--- config.mk ---
export PLATFORM = sky130hd
export DESIGN_NAME = race_sar_ctrl
export DESIGN_NICKNAME = d
export VERILOG_FILES = /design/src/rtl/race_sar_pkg.sv /design/src/rtl/race_sar_seq.sv /design/src/rtl/race_sar_cell.sv /design/src/rtl/race_sar_pick.sv /design/src/rtl/race_sar_ctrl.sv
export SDC_FILE = /design/constraint.sdc
export NUM_CORES = 1
export LEC_CHECK = 0
export ABC_AREA = 1
export BUFFER_PORTS_ARGS = -buffer_cell sky130_fd_sc_hd__buf_4
export CORE_AREA = 8 8 243 245
export DETAILED_ROUTE_END_ITERATION = 16
export DIE_AREA = 0 0 251 253
export SLEW_MARGIN = 20
export SYNTH_ARGS = -nofsm -noshare
export SYNTH_HDL_FRONTEND = slang
export SYNTH_SLANG_ARGS = --single-unit
export TNS_END_PERCENT = 100
--- constraint.sdc ---
create_clock -name clk -period 4.1 [get_ports clk]
set_input_delay 0.82 -clock clk [delete_from_list [all_inputs] [get_ports clk]]
set_output_delay 0.82 -clock clk [all_outputs]
set_load 0.05 [all_outputs]
--- src/rtl/race_sar_pkg.sv ---
package race_sar_pkg;
    typedef enum logic [1:0] {
        OUT_NONE = 2'd0,
        OUT_REF  = 2'd1,
        OUT_DUT  = 2'd2,
        OUT_TIE  = 2'd3
    } race_outcome_e;

    typedef enum logic [2:0] {
        ST_IDLE     = 3'd0,
        ST_RAMP     = 3'd1,
        ST_COMMIT   = 3'd2,
        ST_ARMED    = 3'd3,
        ST_FINISHED = 3'd4
    } seq_state_e;
endpackage

--- src/rtl/race_sar_seq.sv ---
module race_sar_seq
    import race_sar_pkg::*;
#(
    parameter int DAC_W = 8
) (
    input  logic             clk,
    input  logic             rst_n,
    input  logic             sweep_start,
    input  logic             sweep_end,
    input  logic             sample_valid,
    output logic             sample_en,
    output logic             commit,
    output logic             clear_all,
    output logic [DAC_W-1:0] step,
    output logic             finished,
    output logic             done
);
    localparam int CNT_W = (DAC_W > 1) ? $clog2(DAC_W) : 1;
    localparam logic [CNT_W-1:0] LAST = CNT_W'(DAC_W - 1);

    seq_state_e     state, state_nx;
    logic [CNT_W-1:0] sweep_cnt;
    logic           done_q;

    // state register
    always_ff @(posedge clk) begin
        if (!rst_n) state <= ST_IDLE;
        else        state <= state_nx;
    end

    // transitions
    always_comb begin
        state_nx = state;
        unique case (state)
            ST_IDLE:     if (sweep_start) state_nx = ST_RAMP;
            ST_RAMP:     if (sweep_end)   state_nx = ST_COMMIT;
            ST_COMMIT:   state_nx = (sweep_cnt == LAST) ? ST_FINISHED : ST_ARMED;
            ST_ARMED:    if (sweep_start) state_nx = ST_RAMP;
            ST_FINISHED: if (sweep_start) state_nx = ST_RAMP;
            default:     state_nx = ST_IDLE;
        endcase
    end

    // outputs
    always_comb begin
        sample_en = (state == ST_RAMP) && sample_valid;
        commit    = (state == ST_COMMIT);
        clear_all = sweep_start && ((state == ST_IDLE) || (state == ST_FINISHED));
        finished  = (state == ST_FINISHED);
        step      = {{(DAC_W-1){1'b0}}, 1'b1} << (LAST - sweep_cnt);
        done      = done_q;
    end

    always_ff @(posedge clk) begin
        if (!rst_n) begin
            sweep_cnt <= '0;
            done_q    <= 1'b0;
        end else begin
            done_q <= (state == ST_COMMIT) && (sweep_cnt == LAST);
            if (clear_all)
                sweep_cnt <= '0;
            else if (commit && (sweep_cnt != LAST))
                sweep_cnt <= sweep_cnt + 1'b1;
        end
    end

    p_done_single_r6: assert property (@(posedge clk) disable iff (!rst_n)
        done |=> !done);
    p_done_origin_r6: assert property (@(posedge clk) disable iff (!rst_n)
        done |-> $past(state) == ST_COMMIT);
    p_count_final_r6: assert property (@(posedge clk) disable iff (!rst_n)
        (state == ST_FINISHED) |-> (sweep_cnt == LAST));
    p_ramp_hold_r9: assert property (@(posedge clk) disable iff (!rst_n)
        (state == ST_RAMP && !sweep_end) |=> (state == ST_RAMP));
endmodule

--- src/rtl/race_sar_cell.sv ---
module race_sar_cell
    import race_sar_pkg::*;
#(
    parameter int CODE_W = 4,
    parameter int DAC_W  = 8,
    parameter int IDX    = 0
) (
    input  logic              clk,
    input  logic              rst_n,
    input  logic [CODE_W-1:0] ref_code,
    input  logic [CODE_W-1:0] dut_code,
    input  logic              adj_mode,
    input  logic              sample_en,
    input  logic              commit,
    input  logic              clear,
    input  logic [DAC_W-1:0]  step,
    output logic [DAC_W-1:0]  trial,
    output logic              undecided
);
    localparam logic [CODE_W:0] TGT_REF = (CODE_W+1)'(IDX);

    race_outcome_e     outcome;
    logic [CODE_W:0]   tgt_dut;
    logic              ref_hit, dut_hit;
    logic [DAC_W-1:0]  trial_upd;

    always_comb begin
        tgt_dut = TGT_REF + {{CODE_W{1'b0}}, adj_mode};
        ref_hit = {1'b0, ref_code} >= TGT_REF;
        dut_hit = {1'b0, dut_code} >= tgt_dut;
        if (outcome == OUT_REF || outcome == OUT_TIE)
            trial_upd = trial + step;
        else
            trial_upd = (trial >= step) ? (trial - step) : '0;
        undecided = (outcome == OUT_NONE);
    end

    always_ff @(posedge clk) begin
        if (!rst_n || clear) begin
            outcome <= OUT_NONE;
            trial   <= '0;
        end else if (commit) begin
            outcome <= OUT_NONE;
            trial   <= trial_upd;
        end else if (sample_en && outcome == OUT_NONE) begin
            if (ref_hit && dut_hit)  outcome <= OUT_TIE;
            else if (ref_hit)        outcome <= OUT_REF;
            else if (dut_hit)        outcome <= OUT_DUT;
        end
    end

    p_trial_hold_r4: assert property (@(posedge clk) disable iff (!rst_n)
        (!commit && !clear) |=> $stable(trial));
    p_outcome_keep_r2: assert property (@(posedge clk) disable iff (!rst_n)
        (outcome != OUT_NONE && !commit && !clear) |=> (outcome == $past(outcome)));
    p_clear_zero_r8: assert property (@(posedge clk) disable iff (!rst_n)
        clear |=> (trial == '0));
    p_idle_sample_r9: assert property (@(posedge clk) disable iff (!rst_n)
        (!sample_en && !commit && !clear) |=> $stable(outcome));
endmodule

--- src/rtl/race_sar_pick.sv ---
module race_sar_pick #(
    parameter int NCODES = 16,
    parameter int DAC_W  = 8
) (
    input  logic [NCODES-1:0][DAC_W-1:0] trials,
    input  logic [NCODES-1:0]            undecided,
    output logic [DAC_W-1:0]             dac_word
);
    logic found;

    always_comb begin
        dac_word = '0;
        found    = 1'b0;
        for (int i = 0; i < NCODES; i++) begin
            if (!found && undecided[i]) begin
                dac_word = trials[i];
                found    = 1'b1;
            end
        end
    end
endmodule

--- src/rtl/race_sar_ctrl.sv ---
module race_sar_ctrl #(
    parameter int CODE_W = 4,
    parameter int DAC_W  = 8
) (
    input  logic              clk,
    input  logic              rst_n,
    input  logic              sweep_start,
    input  logic              sweep_end,
    input  logic              sample_valid,
    input  logic              adj_mode,
    input  logic [CODE_W-1:0] ref_code,
    input  logic [CODE_W-1:0] dut_code,
    input  logic [CODE_W-1:0] rd_idx,
    output logic [DAC_W-1:0]  dac_word,
    output logic              done,
    output logic [DAC_W-1:0]  rd_word
);
    localparam int NCODES = 1 << CODE_W;

    logic                          sample_en, commit, clear_all, finished;
    logic [DAC_W-1:0]              step;
    logic [NCODES-1:0][DAC_W-1:0]  trials;
    logic [NCODES-1:0]             undecided;

    race_sar_seq #(.DAC_W(DAC_W)) u_seq (
        .clk          (clk),
        .rst_n        (rst_n),
        .sweep_start  (sweep_start),
        .sweep_end    (sweep_end),
        .sample_valid (sample_valid),
        .sample_en    (sample_en),
        .commit       (commit),
        .clear_all    (clear_all),
        .step         (step),
        .finished     (finished),
        .done         (done)
    );

    for (genvar g = 0; g < NCODES; g++) begin : g_code
        race_sar_cell #(.CODE_W(CODE_W), .DAC_W(DAC_W), .IDX(g)) u_cell (
            .clk       (clk),
            .rst_n     (rst_n),
            .ref_code  (ref_code),
            .dut_code  (dut_code),
            .adj_mode  (adj_mode),
            .sample_en (sample_en),
            .commit    (commit),
            .clear     (clear_all),
            .step      (step),
            .trial     (trials[g]),
            .undecided (undecided[g])
        );
    end

    race_sar_pick #(.NCODES(NCODES), .DAC_W(DAC_W)) u_pick (
        .trials    (trials),
        .undecided (undecided),
        .dac_word  (dac_word)
    );

    always_comb rd_word = finished ? trials[rd_idx] : '0;

    p_rd_quiet_r7: assert property (@(posedge clk) disable iff (!rst_n)
        (!finished && !$past(finished)) |-> (rd_word == '0));
endmodule

**After elaboration in Yosys (flattened, before gate mapping)**

Cells that the tools add are included.

- ROM bits: 0
- Input port bits: 18
- Memories: 0
- Bits in latches: 0
- Bits in writable memories: 0
- Flip-flop bits (word level): 167

- $lt $le $gt $ge: 48
- Bitwise operators: 1
- Reduce and logical (&&, ||, !) cells: 135
- Div/mod/pow operators: 0
- Shift operators: 1
- Multipliers: 0
- Equal/unequal tests: 40
- Multiplexer cells: 116
- $add $sub $neg: 49

Operator list:

| kind | count |
|---|---|
| 8-bit 2-to-1 mux | 50 |
| 8-bit adder | 16 |
| 8-bit greater-or-equal comparator | 16 |
| 8-bit subtractor | 16 |
| 2-bit 2-to-1 mux | 46 |
| 4-bit by 5-bit greater-or-equal comparator with 1-bit output | 15 |
| 1-bit logical AND | 50 |
| 3-bit nonzero test | 15 |
| 4-bit by 1-bit adder with 5-bit output, first input constant | 8 |
| 8-bit binary-select mux with 4-bit select | 1 |
| 2-bit by 1-bit equality test with 1-bit output, second input constant | 16 |
| 2-bit equality test, second input constant | 16 |
| 4-bit greater-or-equal comparator, second input constant | 8 |
| 2-bit logical NOT | 16 |
| 2-bit AND reduction | 16 |
| 1-bit logical OR | 18 |
| 3-bit by 1-bit adder with 4-bit output, first input constant | 4 |
| 4-bit by 3-bit greater-or-equal comparator with 1-bit output, second input constant | 4 |
| 1-bit logical NOT | 16 |
| 1-bit 2-to-1 mux | 15 |
| 3-bit 2-to-1 mux | 3 |
| 3-bit case mux with 3 select lines | 1 |
| 4-bit by 2-bit greater-or-equal comparator with 1-bit output, second input constant | 2 |
| 1-bit by 3-bit left shift with 8-bit output, first input constant | 1 |
| 17 further kinds | 21 |

**Depth between registers and ports, before layout**

- Depth in word-level cells: 47
- Gate-level depth with buffers: 15

**Cells and area by module**

A second synthesis with hierarchy kept.

- Cell total of the unflattened synthesis: 4216
- Area, all modules: 24806.3 sq um

By module, submodules not included:

| module | seq. area each (sq um) | instances | area each (sq um) | cells each |
|---|---|---|---|---|
| race_sar_ctrl | 0.0 | 1 | 1571.5 | 373 |
| race_sar_pick | 0.0 | 1 | 1455.1 | 295 |
| race_sar_cell (g_code[7].u_cell) | 200.2 | 1 | 1413.9 | 225 |
| race_sar_cell (g_code[15].u_cell) | 200.2 | 1 | 1378.8 | 224 |
| race_sar_cell (g_code[10].u_cell) | 200.2 | 1 | 1355.0 | 217 |
| race_sar_cell (g_code[3].u_cell) | 200.2 | 1 | 1353.8 | 219 |
| race_sar_cell (g_code[11].u_cell) | 200.2 | 1 | 1347.5 | 223 |
| race_sar_cell (g_code[5].u_cell) | 200.2 | 1 | 1338.8 | 218 |
| race_sar_cell (g_code[4].u_cell) | 200.2 | 1 | 1332.5 | 218 |
| race_sar_cell (g_code[14].u_cell) | 200.2 | 1 | 1331.3 | 218 |
| race_sar_cell (g_code[0].u_cell) | 200.2 | 1 | 1325.0 | 209 |
| race_sar_cell (g_code[13].u_cell) | 200.2 | 1 | 1320.0 | 213 |
| race_sar_cell (g_code[1].u_cell) | 200.2 | 1 | 1320.0 | 214 |
| race_sar_cell (g_code[9].u_cell) | 200.2 | 1 | 1317.5 | 214 |
| 5 more rows | n/a | n/a | n/a | n/a |

**Least setup slack after synthesis**

OpenSTA, ideal clock, no wires.

- Kind: register to register
- Start: register u_seq.sweep_cnt[0]
- End: register g_code[14].u_cell.trial[5]
- Arrival: 4105 ps
- Stages on the path, launching flop included: 14
- Period minus slack after synthesis: 4179 ps
- Slack: -79 ps
- Cell sequence: dfxtp_1 inv_1 ha_1 nand2_1 inv_1 ha_1 o21ai_0 nand2_1 nand2_1 nand2_1 a21oi_1 or2_2 nand3_1 a31oi_1

- Word-level cells in the longest chain between the ends: 5
- Elaborated cells between the ends (all ways): 7
- Classes of those cells: add/sub (3); order compare (1); shift (1); mux (2)

RTL lines:

| element | line | source |
|---|---|---|
| start: declaration | race_sar_seq.sv:22 | `logic [CNT_W-1:0] sweep_cnt;` |
| start signal: assignment | race_sar_seq.sv:63 | `sweep_cnt <= sweep_cnt + 1'b1;` |
| 3-bit subtractor (*) | race_sar_seq.sv:50 | `step = {{(DAC_W-1){1'b0}}, 1'b1} << (LAST - sweep_cnt);` |
| 1-bit by 3-bit left shift with 8-bit output (*) | race_sar_seq.sv:50 |  |
| 8-bit subtractor or 8-bit greater-or-equal comparator (tied branches) | race_sar_cell.sv:34 | `trial_upd = (trial >= step) ? (trial - step) : '0;` |
| 8-bit 2-to-1 mux | race_sar_cell.sv:34 |  |
| 8-bit 2-to-1 mux (*) | race_sar_cell.sv:31 | `if (outcome == OUT_REF \|\| outcome == OUT_TIE)` |
| end signal: assignment | race_sar_cell.sv:44 | `trial <= trial_upd;` |
| end: declaration | race_sar_cell.sv:17 | `output logic [DAC_W-1:0] trial,` |

Mark *: on every way between the ends. The rest lies on a longest branch, timed or not.
A chain may end at the register's enable or synchronous reset.

**Worst setup path in the final report**

- Start: register g_code[1].u_cell.outcome[0]
- End: output dac_word[3]

- Word-level cells in the longest chain between the ends: 45
- Elaborated cells between the ends (all ways): 59
- Classes of those cells: mux (29); reduce/logical (30)

RTL lines:

| element | line | source |
|---|---|---|
| start: declaration | race_sar_cell.sv:22 | `race_outcome_e outcome;` |
| start signal: assignment | race_sar_cell.sv:40 | `outcome <= OUT_NONE;` |
| start signal: assignment | race_sar_cell.sv:43 | `outcome <= OUT_NONE;` |
| start signal: assignment | race_sar_cell.sv:46 | `if (ref_hit && dut_hit) outcome <= OUT_TIE;` |
| 2-bit logical NOT (*) | race_sar_cell.sv:35 | `undecided = (outcome == OUT_NONE);` |
| 1-bit logical AND (*) | race_sar_pick.sv:15 | `if (!found && undecided[i]) begin` |
| 1-bit 2-to-1 mux | race_sar_pick.sv:15 |  |
| 1-bit logical NOT | race_sar_pick.sv:15 |  |
| 1-bit logical AND | race_sar_pick.sv:15 |  |
| 1-bit 2-to-1 mux | race_sar_pick.sv:15 |  |
| 1-bit logical NOT | race_sar_pick.sv:15 |  |
| 1-bit logical AND | race_sar_pick.sv:15 |  |
| [... 29 more ...] | n/a |  |
| 1-bit logical AND | race_sar_pick.sv:15 |  |
| 1-bit 2-to-1 mux | race_sar_pick.sv:15 |  |
| 1-bit logical NOT | race_sar_pick.sv:15 |  |
| 1-bit logical AND | race_sar_pick.sv:15 |  |
| 1-bit 2-to-1 mux | race_sar_pick.sv:15 |  |
| 1-bit logical NOT | race_sar_pick.sv:15 |  |
| 1-bit logical AND | race_sar_pick.sv:15 |  |
| 8-bit 2-to-1 mux (*) | race_sar_pick.sv:15 |  |
| end: declaration | race_sar_ctrl.sv:14 | `output logic [DAC_W-1:0] dac_word,` |

Marks and branches as above.

==> qor.txt <==
=========================================================================================
Max_cap viols                                                                           0
First-pass GRT wire length                                                   107000 microns
Cell taking the most area after synthesis                                    sky130_fd_sc_hd__dfxtp_1
Leakage Power                                                                     9.75 nW
Switching Share                                                                     56.0%
Largest stage delay on the critical path                                          0.55 ns
Pwr/cell area                                                                 669 nW/um^2
Worst r2r dst                                                                g_code[10].u_cell.trial[6]
Count of routing violations after the opening detailed-route iteration               2101
Antenna violation net count after detailed routing                                      0
Area used by multi-input combinational logic                                  14000 sq um
Proportion of register bits with asynchronous set or reset after synthesis             0%
Number of top-level pins                                                               35
Sequential Area                                                                3340 sq um
Post-Syn Instances                                                                   2899
Relative contribution of sequential cells to total power                            19.4%
Global route overflow                                                                   0
DR pass1 iterations                                                                     7
Input/output buffers                                                                   34
Count of warnings emitted by yosys                                                      0
Pin count of the biggest net entering global routing                                  191
Worst Hold Path EP                                                           g_code[11].u_cell.outcome[1]
Final max-slew violation count                                                          0
Buffer depth of the longest clock path                                                  2
Latest clock arrival within the worst-skew pair                                   0.50 ns
Reg clk slew, reported paths                                                      0.08 ns
RSZ-0062 raised after global routing                                                   no
Post-synthesis cell type count                                                         42
Initial core utilization                                                            34.3%
Slew headroom                                                                       34.8%
Post-Syn Area                                                                 19100 sq um
Top area cells in the synthesized netlist                                    sky130_fd_sc_hd__dfxtp_1 (18%), sky130_fd_sc_hd__ha_1 (17%), sky130_fd_sc_hd__a21oi_1 (8.3%), sky130_fd_sc_hd__nand2_1 (8.0%), sky130_fd_sc_hd__o21ai_0 (7.8%)
Core ar.                                                                      55500 sq um
Post-CTS Setup Inserts                                                                  0
Setup skew after layout                                                         0.0153 ns
Final worst path period share                                                       95.0%
Number of antenna violations at the first check in global routing                       1
Share of Yosys cell area claimed by the top area cell type                          17.5%
Count of flip-flops with a built-in enable after synthesis                              0
CP Cell Sequence                                                             nor2_4, nor2_8, nand4_4, nor2_4, nand4_4, nor2_8, nand4_4, nor2_4, nand3_1, nand4_1, buf_4
Min-Delay Startpoint                                                         g_code[11].u_cell.outcome[1]
Startpoint of the most critical register-to-register path                    u_seq.sweep_cnt[1]
Outcome                                                                      finished, final reports clean
Total setup violations reported at the end of the flow                                  0
Number of buffers created by CTS                                                       17
Number of sinks driven by the clock tree                                              167
Fraction of layout cells with a size suffix above 1                                 6.59%
Overall die area                                                              63500 sq um
Cell Int Power                                                                    6.14 mW
Chip width                                                                    251 microns
Vias in the first global route                                                      18300
Source of the critical timing path                                           g_code[1].u_cell.outcome[0]
Final RePlAce weighted congestion                                                   0.976
Arrival time at the worst endpoint                                                3.08 ns
Hold Path Depth                                                                         2
Setup slack of the most critical reg-to-reg path                                  0.65 ns
Logic pwr share                                                                     66.7%
Sequential fraction of the synthesis area                                           17.5%
FILL cells                                                                           5989
Synthesized netlist net count                                                        3203
Clock network power share                                                           13.8%
Worst hold slack after final layout                                              0.452 ns
CTS HTree Levels                                                                        4
Final number of hold-violating endpoints                                                0
Die boundary height                                                           253 microns
Number of cell instances on the worst register-to-register path                        15
Row count                                                                              87
Top cells by instance count after synthesis                                  sky130_fd_sc_hd__nand2_1 (408), sky130_fd_sc_hd__inv_1 (354), sky130_fd_sc_hd__a21oi_1 (317), sky130_fd_sc_hd__o21ai_0 (297), sky130_fd_sc_hd__ha_1 (254)
Per-instance average area after synthesis                                      6.57 sq um
Number of vias in the routed layout                                                 20100
Max Clk Rate                                                                    0.257 GHz
Aggregate negative setup slack                                                       0 ns
Post-layout net count                                                                3191
Area grow syn2layout                                                                9.36%
DRC violation count after routing                                                       0
Slowest stage cell on the critical path                                      sky130_fd_sc_hd__dfxtp_1
Root Driver                                                                  sky130_fd_sc_hd__clkbuf_16
Req. time, crit path                                                              3.28 ns
Flip-flop and latch count after synthesis                                             167
HP Class                                                                       reg -> reg
Detail-routed via count per cell                                                     5.57
Top fanout value on the critical path                                                  18
HPWL after detailed placement                                                51400 microns
Wire length per cell                                                         19.4 microns
CTS tree                                                                              yes
Gr usage total                                                                      21.5%
Type of the worst setup path                                                   reg -> out
Minimum period implied by the final worst setup slack                             3.90 ns
Actual transition at the worst max-transition pin                                0.975 ns
Total wire length                                                            69900 microns
Most frequently used flop master after synthesis                             sky130_fd_sc_hd__dfxtp_1
Startpoint Class                                                                     flop
Sw Pwr                                                                            7.81 mW
Largest voltage drop on the vdd net                                                343 uV
Critical Path End Type                                                        output port
Most numerous cell in the Yosys netlist                                      sky130_fd_sc_hd__nand2_1
=========================================================================================
==> metal layers <==
layer,part of all wire [%],wire length (microns),GRT usage (%)
met4,3.5,2460,8.58
met3,7.1,4940,3.56
met2,44,30600,34.1
met1,46,31900,28.8
met5,0,0,0
==> sequential cells by signal, summed over array words and instances, names as in the netlist <==
name,cells
u_seq.state,3
g_code.u_cell.trial,128
g_code.u_cell.outcome,32
u_seq.done,1
u_seq.sweep_cnt,3
==> through the flow <==
step	util [%]	power [mW]	worst slack, ns	std cells	area [sq um]
floorplan	-	9.28	0.778	2899	19100
global placement	36.3	11.8	0.637	3580	20200
detailed placement	36.3	11.8	0.634	3580	20200
CTS	37.5	13.8	0.156	3611	20800
global route	37.5	15.2	0.0336	3612	20800
finish	37.5	13.9	0.204	3612	20800
==> power by group through the flow <==
stage	Sequential [mW]	Combinational, mW	Clock, mW
6_report	2.71	9.31	1.93
5_1_grt	2.74	10.4	2.03
4_1_cts	2.69	9.17	1.98
3_5_place_dp	2.73	9.12	0
3_3_place_gp	2.74	9.11	0
2_1_floorplan	2.36	6.91	0
==> worst max-delay path: cells and delay by family, from the launching register on <==
kind | cells | cell delay (ns)
flops | 1 | 0.55
buf+inv | 1 | 0.23
simple gates | 10 | 1.75
==> worst max-delay path by stage <==
stage,end,depth (start not counted),slack (ns)
6_report,dac_word[3],11,0.20
5_1_grt,dac_word[3],11,0.03
4_1_cts,dac_word[2],11,0.16
3_5_place_dp,rd_word[4],9,0.63
3_3_place_gp,rd_word[7],9,0.64
2_1_floorplan,rd_word[2],6,0.78
==> cells by family after synthesis <==
| group | synth area share (%) |
|---|---|
| compound gates | 24.6 |
| xor+xnor | 2.53 |
| fa+ha+maj | 20.0 |
| buf+inv | 9.25 |
| flops | 17.5 |
| simple gates | 26.0 |
==> area by class of cell <==
| class | instances | share of cell area, % |
|---|---|---|
| Clock inverter | 10 | 0.925 |
| Sequential cell | 167 | 16.1 |
| Tap cell | 712 | 4.28 |
| Timing Repair Buffer | 65 | 2.70 |
| Multi-Input combinational cell | 2268 | 67.1 |
| Inverter | 368 | 6.63 |
| Clock buffer | 21 | 2.26 |
| Antenna cell | 1 | 0.0120 |
==> layout by cell type (no fill, tap or decap), drive strengths merged, types with 3 or more instances in the layout <==
cell and n:
clkbuf 21, a221oi 35, buf 65, o21ai 298
or2 64, nand4 68, nand2 411, o2111ai 16
o221ai 3, nor3 49, clkinv 7, fa 32
o22ai 10, o21bai 21, nor2 246, a31oi 90
o211ai 44, bufinv 5, a21oi 317, inv 365
ha 254, dfxtp 167, nand3b 3, xor2 54
nand3 248
==> repair_timing <==
item                       in CTS  in global routing
setup endpoints to repair       0                  8
resized for setup               0                  3
hold buffers                    0                  0
Note: power is estimated with default switching activity, not from simulation.
